**src/rtl/gpio_pkg.sv**
```systemverilog
package gpio_pkg;
  localparam logic [7:0] OFS_DIN   = 8'h00;
  localparam logic [7:0] OFS_DOUT  = 8'h04;
  localparam logic [7:0] OFS_DIR   = 8'h08;
  localparam logic [7:0] OFS_MASK  = 8'h0C;
  localparam logic [7:0] OFS_POL   = 8'h10;
  localparam logic [7:0] OFS_EDGE  = 8'h14;
  localparam logic [7:0] OFS_BYP   = 8'h18;
  localparam logic [7:0] OFS_ROUTE = 8'h20;
  localparam int ROUTE_EN_BIT = 8;
  localparam int MAX_LINES = 32;

  function automatic int clamp_lines(input int n);
    return (n < 1 || n > MAX_LINES) ? MAX_LINES : n;
  endfunction

  function automatic logic [7:0] route_addr(input int line);
    return OFS_ROUTE + 8'(4 * line);
  endfunction
endpackage

```
**src/rtl/gpio_sync.sv**
```systemverilog
module gpio_sync #(
  parameter int NL = 32
) (
  input  logic          clk,
  input  logic          rst_n,
  input  logic [NL-1:0] pin_in,
  output logic [NL-1:0] sync_o,
  output logic [NL-1:0] prev_o
);
  logic [NL-1:0] s1_q, s2_q, prev_q;
  logic [NL-1:0] s1_n, s2_n, prev_n;

  always_comb begin
    s1_n   = pin_in;
    s2_n   = s1_q;
    prev_n = s2_q;
  end

  always_ff @(posedge clk or negedge rst_n) begin
    if (!rst_n) begin
      s1_q   <= '0;
      s2_q   <= '0;
      prev_q <= '0;
    end else begin
      s1_q   <= s1_n;
      s2_q   <= s2_n;
      prev_q <= prev_n;
    end
  end

  assign sync_o = s2_q;
  assign prev_o = prev_q;

  logic [1:0] age_q;
  always_ff @(posedge clk or negedge rst_n) begin
    if (!rst_n) age_q <= '0;
    else if (age_q != 2'd3) age_q <= age_q + 2'd1;
  end


  sync_delay_chk: assert property (@(posedge clk) disable iff (!rst_n)
    (age_q >= 2'd2) |-> (sync_o == $past(pin_in, 2)));
endmodule

```
**src/rtl/gpio_detect.sv**
```systemverilog
module gpio_detect #(
  parameter int NL = 32
) (
  input  logic          clk,
  input  logic          rst_n,
  input  logic [NL-1:0] cur,
  input  logic [NL-1:0] prev,
  input  logic [NL-1:0] mask,
  input  logic [NL-1:0] pol,
  input  logic [NL-1:0] edg,
  output logic [NL-1:0] req
);
  logic [NL-1:0] edge_hit, lvl_hit, act;

  always_comb begin
    edge_hit = (pol & cur & ~prev) | (~pol & ~cur & prev);
    lvl_hit  = ~(cur ^ pol);
    act      = (edg & edge_hit) | (~edg & lvl_hit);
    req      = act & mask;
  end


  edge_single_chk: assert property (@(posedge clk) disable iff (!rst_n)
    ((act & $past(act) & edg & $past(edg) & ~(pol ^ $past(pol))) == '0));
endmodule

```
**src/rtl/gpio_route.sv**
```systemverilog
module gpio_route #(
  parameter int NL   = 32,
  parameter int NOUT = 4,
  parameter int IW   = 2
) (
  input  logic                   clk,
  input  logic                   rst_n,
  input  logic [NL-1:0]          req,
  input  logic [NL-1:0][IW-1:0]  ridx,
  input  logic [NL-1:0]          ren,
  output logic [NOUT-1:0]        irq_o
);
  logic [NOUT-1:0] hit_n, irq_q;

  for (genvar o = 0; o < NOUT; o++) begin : g_out
    logic [NL-1:0] sel;
    always_comb begin
      for (int i = 0; i < NL; i++) begin
        sel[i] = ren[i] && (ridx[i] == IW'(o));
      end
    end
    assign hit_n[o] = |(req & sel);
  end

  always_ff @(posedge clk or negedge rst_n) begin
    if (!rst_n) irq_q <= '0;
    else        irq_q <= hit_n;
  end

  assign irq_o = irq_q;


  quiet_when_idle_chk: assert property (@(posedge clk) disable iff (!rst_n)
    (req == '0) |=> (irq_o == '0));
endmodule

```
**src/rtl/gpio_regs.sv**
```systemverilog
module gpio_regs
  import gpio_pkg::*;
#(
  parameter int NL = 32,
  parameter int IW = 2
) (
  input  logic                  clk,
  input  logic                  rst_n,
  input  logic                  we,
  input  logic                  re,
  input  logic [7:0]            addr,
  input  logic [31:0]           wdata,
  input  logic [NL-1:0]         din,
  output logic [31:0]           rdata,
  output logic [NL-1:0]         dir_o,
  output logic [NL-1:0]         dout_o,
  output logic [NL-1:0]         mask_o,
  output logic [NL-1:0]         pol_o,
  output logic [NL-1:0]         edg_o,
  output logic [NL-1:0][IW-1:0] ridx_o,
  output logic [NL-1:0]         ren_o
);
  logic [NL-1:0]         dir_q, dout_q, mask_q, pol_q, edg_q, ren_q;
  logic [NL-1:0]         dir_n, dout_n, mask_n, pol_n, edg_n, ren_n;
  logic [NL-1:0][IW-1:0] ridx_q, ridx_n;
  logic [31:0]           rd_q, rd_n;

  always_comb begin
    dir_n  = dir_q;
    dout_n = dout_q;
    mask_n = mask_q;
    pol_n  = pol_q;
    edg_n  = edg_q;
    ren_n  = ren_q;
    ridx_n = ridx_q;
    if (we) begin
      case (addr)
        OFS_DOUT: dout_n = wdata[NL-1:0];
        OFS_DIR:  dir_n  = wdata[NL-1:0];
        OFS_MASK: mask_n = wdata[NL-1:0];
        OFS_POL:  pol_n  = wdata[NL-1:0];
        OFS_EDGE: edg_n  = wdata[NL-1:0];
        default: ;
      endcase
      for (int i = 0; i < NL; i++) begin
        if (addr == route_addr(i)) begin
          ridx_n[i] = wdata[IW-1:0];
          ren_n[i]  = wdata[ROUTE_EN_BIT];
        end
      end
    end
  end

  always_comb begin
    rd_n = '0;
    case (addr)
      OFS_DIN:  rd_n[NL-1:0] = din;
      OFS_DOUT: rd_n[NL-1:0] = dout_q;
      OFS_DIR:  rd_n[NL-1:0] = dir_q;
      OFS_MASK: rd_n[NL-1:0] = mask_q;
      OFS_POL:  rd_n[NL-1:0] = pol_q;
      OFS_EDGE: rd_n[NL-1:0] = edg_q;
      default: ;
    endcase
    for (int i = 0; i < NL; i++) begin
      if (addr == route_addr(i)) begin
        rd_n[IW-1:0]       = ridx_q[i];
        rd_n[ROUTE_EN_BIT] = ren_q[i];
      end
    end
  end

  always_ff @(posedge clk or negedge rst_n) begin
    if (!rst_n) begin
      dir_q  <= '0;
      dout_q <= '0;
      mask_q <= '0;
      pol_q  <= '0;
      edg_q  <= '0;
      ren_q  <= '0;
      ridx_q <= '0;
      rd_q   <= '0;
    end else begin
      dir_q  <= dir_n;
      dout_q <= dout_n;
      mask_q <= mask_n;
      pol_q  <= pol_n;
      edg_q  <= edg_n;
      ren_q  <= ren_n;
      ridx_q <= ridx_n;
      if (re) rd_q <= rd_n;
    end
  end

  assign rdata  = rd_q;
  assign dir_o  = dir_q;
  assign dout_o = dout_q;
  assign mask_o = mask_q;
  assign pol_o  = pol_q;
  assign edg_o  = edg_q;
  assign ridx_o = ridx_q;
  assign ren_o  = ren_q;


  dir_write_chk: assert property (@(posedge clk) disable iff (!rst_n)
    (we && addr == OFS_DIR) |=> (dir_o == $past(wdata[NL-1:0])));


  spare_reads_zero_chk: assert property (@(posedge clk) disable iff (!rst_n)
    (re && addr == OFS_BYP) |=> (rdata == '0));
endmodule

```
**src/rtl/gpio_irq_port.sv**
```systemverilog
module gpio_irq_port #(
  parameter int NLINES = 32,
  parameter int NOUT   = 4,
  localparam int NL    = gpio_pkg::clamp_lines(NLINES),
  localparam int IW    = (NOUT > 1) ? $clog2(NOUT) : 1
) (
  input  logic            clk,
  input  logic            rst_n,
  input  logic            bus_we,
  input  logic            bus_re,
  input  logic [7:0]      bus_addr,
  input  logic [31:0]     bus_wdata,
  output logic [31:0]     bus_rdata,
  input  logic [NL-1:0]   pin_in,
  output logic [NL-1:0]   pin_out,
  output logic [NL-1:0]   pin_oe,
  output logic [NOUT-1:0] irq_out
);
  logic rst_meta_q, rst_sync_q;

  always_ff @(posedge clk or negedge rst_n) begin
    if (!rst_n) begin
      rst_meta_q <= 1'b0;
      rst_sync_q <= 1'b0;
    end else begin
      rst_meta_q <= 1'b1;
      rst_sync_q <= rst_meta_q;
    end
  end

  logic [NL-1:0]         cur, prev, dir, dout, mask, pol, edg, ren, req;
  logic [NL-1:0][IW-1:0] ridx;

  gpio_sync #(.NL(NL)) u_sync (
    .clk(clk), .rst_n(rst_sync_q), .pin_in(pin_in),
    .sync_o(cur), .prev_o(prev)
  );

  gpio_regs #(.NL(NL), .IW(IW)) u_regs (
    .clk(clk), .rst_n(rst_sync_q), .we(bus_we), .re(bus_re),
    .addr(bus_addr), .wdata(bus_wdata), .din(cur), .rdata(bus_rdata),
    .dir_o(dir), .dout_o(dout), .mask_o(mask), .pol_o(pol), .edg_o(edg),
    .ridx_o(ridx), .ren_o(ren)
  );

  gpio_detect #(.NL(NL)) u_detect (
    .clk(clk), .rst_n(rst_sync_q), .cur(cur), .prev(prev),
    .mask(mask), .pol(pol), .edg(edg), .req(req)
  );

  gpio_route #(.NL(NL), .NOUT(NOUT), .IW(IW)) u_route (
    .clk(clk), .rst_n(rst_sync_q), .req(req), .ridx(ridx), .ren(ren),
    .irq_o(irq_out)
  );

  assign pin_out = dout;
  assign pin_oe  = dir;
endmodule

```
**config.mk**
```make
export PLATFORM = sky130hd
export DESIGN_NAME = gpio_irq_port
export DESIGN_NICKNAME = d
export VERILOG_FILES = /design/src/rtl/gpio_pkg.sv /design/src/rtl/gpio_sync.sv /design/src/rtl/gpio_detect.sv /design/src/rtl/gpio_route.sv /design/src/rtl/gpio_regs.sv /design/src/rtl/gpio_irq_port.sv
export SDC_FILE = /design/constraint.sdc
export NUM_CORES = 1
export LEC_CHECK = 0
export ABC_AREA = 1
export BUFFER_PORTS_ARGS = -buffer_cell sky130_fd_sc_hd__buf_2
export CORE_ASPECT_RATIO = 0.7
export CORE_MARGIN = 4
export CORE_UTILIZATION = 40
export CTS_CLUSTER_DIAMETER = 40
export DETAILED_ROUTE_END_ITERATION = 6
export PLACE_DENSITY_LB_ADDON = 0.1
export REMOVE_ABC_BUFFERS = 1
export SYNTH_ARGS = -nofsm -noshare
export SYNTH_HDL_FRONTEND = slang
export SYNTH_HIERARCHICAL = 1
export SYNTH_SLANG_ARGS = --single-unit
```
**constraint.sdc**
```tcl
create_clock -name clk -period 11.3 [get_ports clk]
set_input_delay 0.565 -clock clk [delete_from_list [all_inputs] [get_ports clk]]
set_output_delay 0.565 -clock clk [all_outputs]
set_load 0.05 [all_outputs]
```
Yosys cells after proc, flatten, opt, wreduce, memory -nomap -nowiden
Cells that the tools add are included.

Muxes and demuxes: 65. Reductions and logical operators: 202. Bitwise operators: 19. Eq/ne operators: 133.

Operators with widths (number): 32-bit AND (11); 32-bit case mux with 6 select lines (1); 32-bit NOT (5); 2-bit equality test (second input constant) (64); 8-bit by 7-bit equality test with 1-bit output (second input constant) (16); 1-bit logical AND (128); 32-bit OR reduction (4); 2-bit AND reduction (37); 2-bit by 1-bit equality test with 1-bit output (second input constant) (32); 8-bit by 6-bit equality test with 1-bit output (second input constant) (8); 8-bit equality test (second input constant) (8); 2-bit logical NOT (32); 2-bit 2-to-1 mux (32); 32-bit OR (2); 1-bit 2-to-1 mux (32); 32-bit XOR (1); 8-bit by 4-bit equality test with 1-bit output (second input constant) (2); 8-bit by 5-bit equality test with 1-bit output (second input constant) (2); 8-bit by 3-bit equality test with 1-bit output (second input constant) (1); 8-bit logical NOT (1).

Logic and storage cells: 495. Flip-flop bits (word level): 390.

Longest topological paths before layout
Depth in word-level cells: 34. Depth in mapped cells: 26. Gate-level depth less buffers: 26.

Modules after synthesis
Netlist, hierarchy kept.

Modules (own cells, without submodules): gpio_regs (times used 1, cells an instance 1468, seq. area each 7206.9 sq um, area an instance 12527.0 sq um); gpio_sync (times used 1, cells an instance 96, seq. area each 2402.3 sq um, area an instance 2402.3 sq um); gpio_detect (times used 1, cells an instance 384, seq. area each 0.0 sq um, area an instance 2042.0 sq um); gpio_route (times used 1, cells an instance 357, seq. area each 100.1 sq um, area an instance 1714.1 sq um); gpio_irq_port (times used 1, cells an instance 3, seq. area each 50.0 sq um, area an instance 53.8 sq um).

Worst setup path after synthesis
OpenSTA, ideal clock, no wires.

Path type: in2reg. Start point: input bus_addr[1]. End point: register u_regs.rd_q[1] (netlist: u_regs/rdata[1]). Cell stages on the path: 16. Data arrival time: 2217 ps. Setup time: 121 ps. Slack: 8962 ps. Cells stage by stage: nor2_4 nand3_1 buf_2 nor2_1 inv_1 or2_2 nand2_1 nand3_1 nand2_1 nand4_1 nand2_1 nand4_1 nor2_1 nand4_1 nand2_1 a21oi_1.

Longest elaborated chain between the ends: 34.

RTL lines: from (decl) (RTL line gpio_irq_port.sv:11) `input logic [7:0] bus_addr,`; 8-bit by 5-bit equality test with 1-bit output (tied with other cells) (RTL line gpio_regs.sv:56) `case (addr)`; 32-bit case mux with 6 select lines (RTL line gpio_regs.sv:56); 2-bit 2-to-1 mux (31 in series) (RTL line gpio_regs.sv:66) `if (addr == route_addr(i)) begin`; 2-bit 2-to-1 mux (*) (RTL line gpio_regs.sv:66); to (signal assigned) (RTL line gpio_regs.sv:91) `if (re) rd_q <= rd_n;`; to (decl) (RTL line gpio_regs.sv:26) `logic [31:0] rd_q, rd_n;`.

Mark *: on every way between the ends. The rest lies on a longest branch, timed or not. A chain may end at the register's enable or synchronous reset.

Worst setup path after layout
Start point: input bus_addr[1]. End point: register u_regs.rd_q[0] (netlist: u_regs/rdata[0]).

Same word-level chain as after synthesis.

==> impl_results.md <==
- Clk sink count: 390
- Critical path fanouts, max: 26
- Overflow after GRT: 0
- Worst setup slack after layout: 8000 ps
- Most frequent CP cell: nand2_1
- Outcome: complete, no violations
- Count of cell types in the netlist: 35
- Clk_lat worst skew: 580 ps
- Via count: 16.1k
- Reg2Reg Depth: 22
- GRT Total Usage: 0.229
- Crit start category: input port
- Largest net degree at the start of global routing: 186
- Layout area overhead: 17.3%
- Routed Antenna Nets: 0
- Crit share post-route: 0.292
- Sequential element share of the synthesized area: 0.521
- R2r startpoint: u_regs/mask_o[8]$_DFFE_PN0P_
- Min Tclk post-route: 3300 ps
- Top post-synthesis cells by area: dfrtp_1, nand2_1, o21ai_0
- Clock-pin slew on the worst setup and hold paths: 60 ps
- Post-layout util: 0.473
- WHS Endpoint: u_sync/s1_q[14]$_DFF_PN0_
- Initial DRC Count: 1274
- Max VDD drop: 0.0981 mV
- Worst path arrival time: 3810 ps
- CP Class: input port to register
- Routed wire length: 57.7 mm
- Biggest cell delay along the critical path: 540 ps
- Routed len/inst: 18.4 microns
- DRC viols: 0
- Least-Margin Pin Slew: 1050 ps
- Critical path's slowest cell: nand3_1
- Avg Cell Area, Syn: 8.12 sq um
- Post-route insts no fill: 3135
- Syn Inst Count: 2308
- Placement Setup Slack: 7440 ps
- Leak: 10.7 nW
- Critical Path RT: 11810 ps
- Die Area: 50400 sq um
- Total of max-cap violations: 0
- Clock tree root driver cell: clkbuf_16
- NumNets Final: 2623
- RePlAce Congestion: 0.955
- Hold path cells: 1
- Initial antenna violation count: 0
- H-tree depth: 2
- Number of global-route vias before repair: 15.6k
- Diode count: 0
- Die W: 267 microns
- HP Class: input port to register
- Share of cells above drive strength 1: 0.124
- Cts bufs inserted: 49
- Hpwl dp: 39.8 mm
- DP Cell Count: 3043
- Final Total Pwr: 3.33 mW
- Post-CTS Setup Inserts: 0
- Filler cells: 4564
- Yosys top cell area share: 0.521
- Final Hold Fails: 0
- Slew Limit Fails: 0
- CTS max path bufs: 3
- Pre-Repair DR Iteration Count: 5
- First-pass GRT wire length: 90.9 mm
- Setup TNS: 0 ps
- CP Buf/Inv Count: 2
- Port Buffers: 175
- Top delay family on crit path: simple AND/OR/NAND/NOR gates
- Seq cells post-synth: 390
- Worst r2r dst: u_regs/rdata[8]$_DFFE_PN0P_
- Critical Path Sink Type: register
- Relative slew slack: 0.302
- Die Span Y: 189 microns
- Via/cell ratio: 5.13
- RSZ-0062 raised after global routing: false
- Reg2Reg Setup Slack: 8940 ps
- Starting Density: 0.404
- # setup viols final: 0
- Hold_sp: pin_in[14]
- CTS tree: built
- P per Cell Area: 151 nW/um^2
- FP Rows: 66
- Yosys warning count: 6
- Leading area contributor after synthesis: dfrtp_1
- Worst Skew: 14.6 ps
- Num ports: 176
- F_max: 0.303 GHz
- Synth Cell Area: 18700 sq um
- Core area: 46400 sq um
-- worst max-delay path by stage --
stage	end	start	cells after the start	slack, ps
after floorplan	u_regs/dir_o[0]$_DFFE_PN0P_	rst_sync_q$_DFF_PN0_	0	-370
final	u_regs/rdata[0]$_DFFE_PN0P_	bus_addr[1]	27	8000
after detailed placement	u_regs/rdata[0]$_DFFE_PN0P_	bus_addr[1]	27	7440
after global placement	u_regs/rdata[0]$_DFFE_PN0P_	bus_addr[1]	27	7530
after global routing	u_regs/rdata[0]$_DFFE_PN0P_	bus_addr[1]	27	7680
after CTS	u_regs/rdata[0]$_DFFE_PN0P_	bus_addr[1]	27	8060
-- state kept, by name (all words and copies together) (netlist names), 4 cells and up --
| name | flops |
|---|---|
| u_regs/dir_o | 32 |
| u_regs/dout_o | 32 |
| u_regs/edg_o | 32 |
| u_regs/mask_o | 32 |
| u_regs/pol_o | 32 |
| u_regs/rdata | 32 |
| u_regs/ren_o | 32 |
| u_regs/ridx_o | 64 |
| u_route/irq_o | 4 |
| u_sync/prev_o | 32 |
| u_sync/s1_q | 32 |
| u_sync/sync_o | 32 |
-- final cells by class --
class	count	area, sq um	share of cell area
multi-input combinational	1563	7680	0.349
tap	612	766	0.0348
clock inverter	30	300	0.0137
sequential	390	9760	0.444
timing repair buffer	195	1040	0.0474
clock buffer	61	1360	0.0620
inverter	284	1070	0.0485
-- cell usage in the layout (no fill, tap or decap), types with 3 or more instances in the layout --
cell type   synthesis  routed
or2_2               4       4
inv_1             280     278
clkbuf_1           62       3
a211oi_1            6       6
nor3_1              4       4
nor2_1            218     216
buf_2               2     175
a221oi_1            7       7
inv_6               0       8
buf_4               1      18
a31oi_1             7       7
clkbuf_16           0      49
nor2_4              3       8
a22o_1             29      29
o31ai_1             4       4
ha_1               64      64
nand3_2             4       4
nand4_1           123     123
nor3b_1             3       3
nand2_2             1       6
clkbuf_8            0       9
dfrtp_1           390     389
o21ai_0           313     313
inv_2               3       4
a21o_1              7       7
nand3_1            51      51
clkinv_4            0       7
a21oi_1            47      47
nand2_1           655     650
clkinvlp_4          0       8
-- power breakdown --
part	switching, mW	internal [mW]	leakage [nW]
logic	0.157	0.0600	4.76
clock network	0.656	0.920	0.793
registers	0.0742	1.46	5.17
-- cell families (layout without fill, tap and decap cells) --
group           Yosys count  in the layout  synth area share
compound gates          423            423             0.123
fa+ha+maj                64             64            0.0427
buf+inv                 355            570            0.0718
flops                   390            390             0.521
other cells               1              1          0.000200
simple gates           1075           1075             0.241
-- routing by layer --
metal	track usage	vias to the layer above	wire length, microns
met4	0.0493	0	943
met2	0.360	422	25800
met3	0.0357	75	2950
met5	0	-	0
met1	0.337	7699	27900
li1	-	7881	-
-- metrics by stage --
stage	cell area (sq um)	hold WS (ps)
5_1_grt	22000	66.5
6_report	22000	88.1
3_5_place_dp	20300	335
4_1_cts	22000	45.6
2_1_floorplan	18500	269
3_3_place_gp	20300	333
-- timing repair --
item                                    CTS  global route
hold buffers                              1             0
endpoints found under the setup margin    0             0
endpoints found under the hold margin     2             0
resized for setup                         0             0
-- cell usage after synthesis, drive strengths merged --
master and instances:
nor3b 3, a21oi 47, clkinv 1, a211oi 6, nand4 123, a31oi 7
nor3 5, inv 283, or2 4, dfrtp 390, nor2 226, o22ai 2
a21o 7, conb 1, o21ai 313, buf 9, nand2 658, o31ai 4
ha 64, o32ai 1, nand3 55, clkbuf 62, a221oi 7, a22o 29
and3 1
Note: power is estimated with default switching activity, not from simulation.
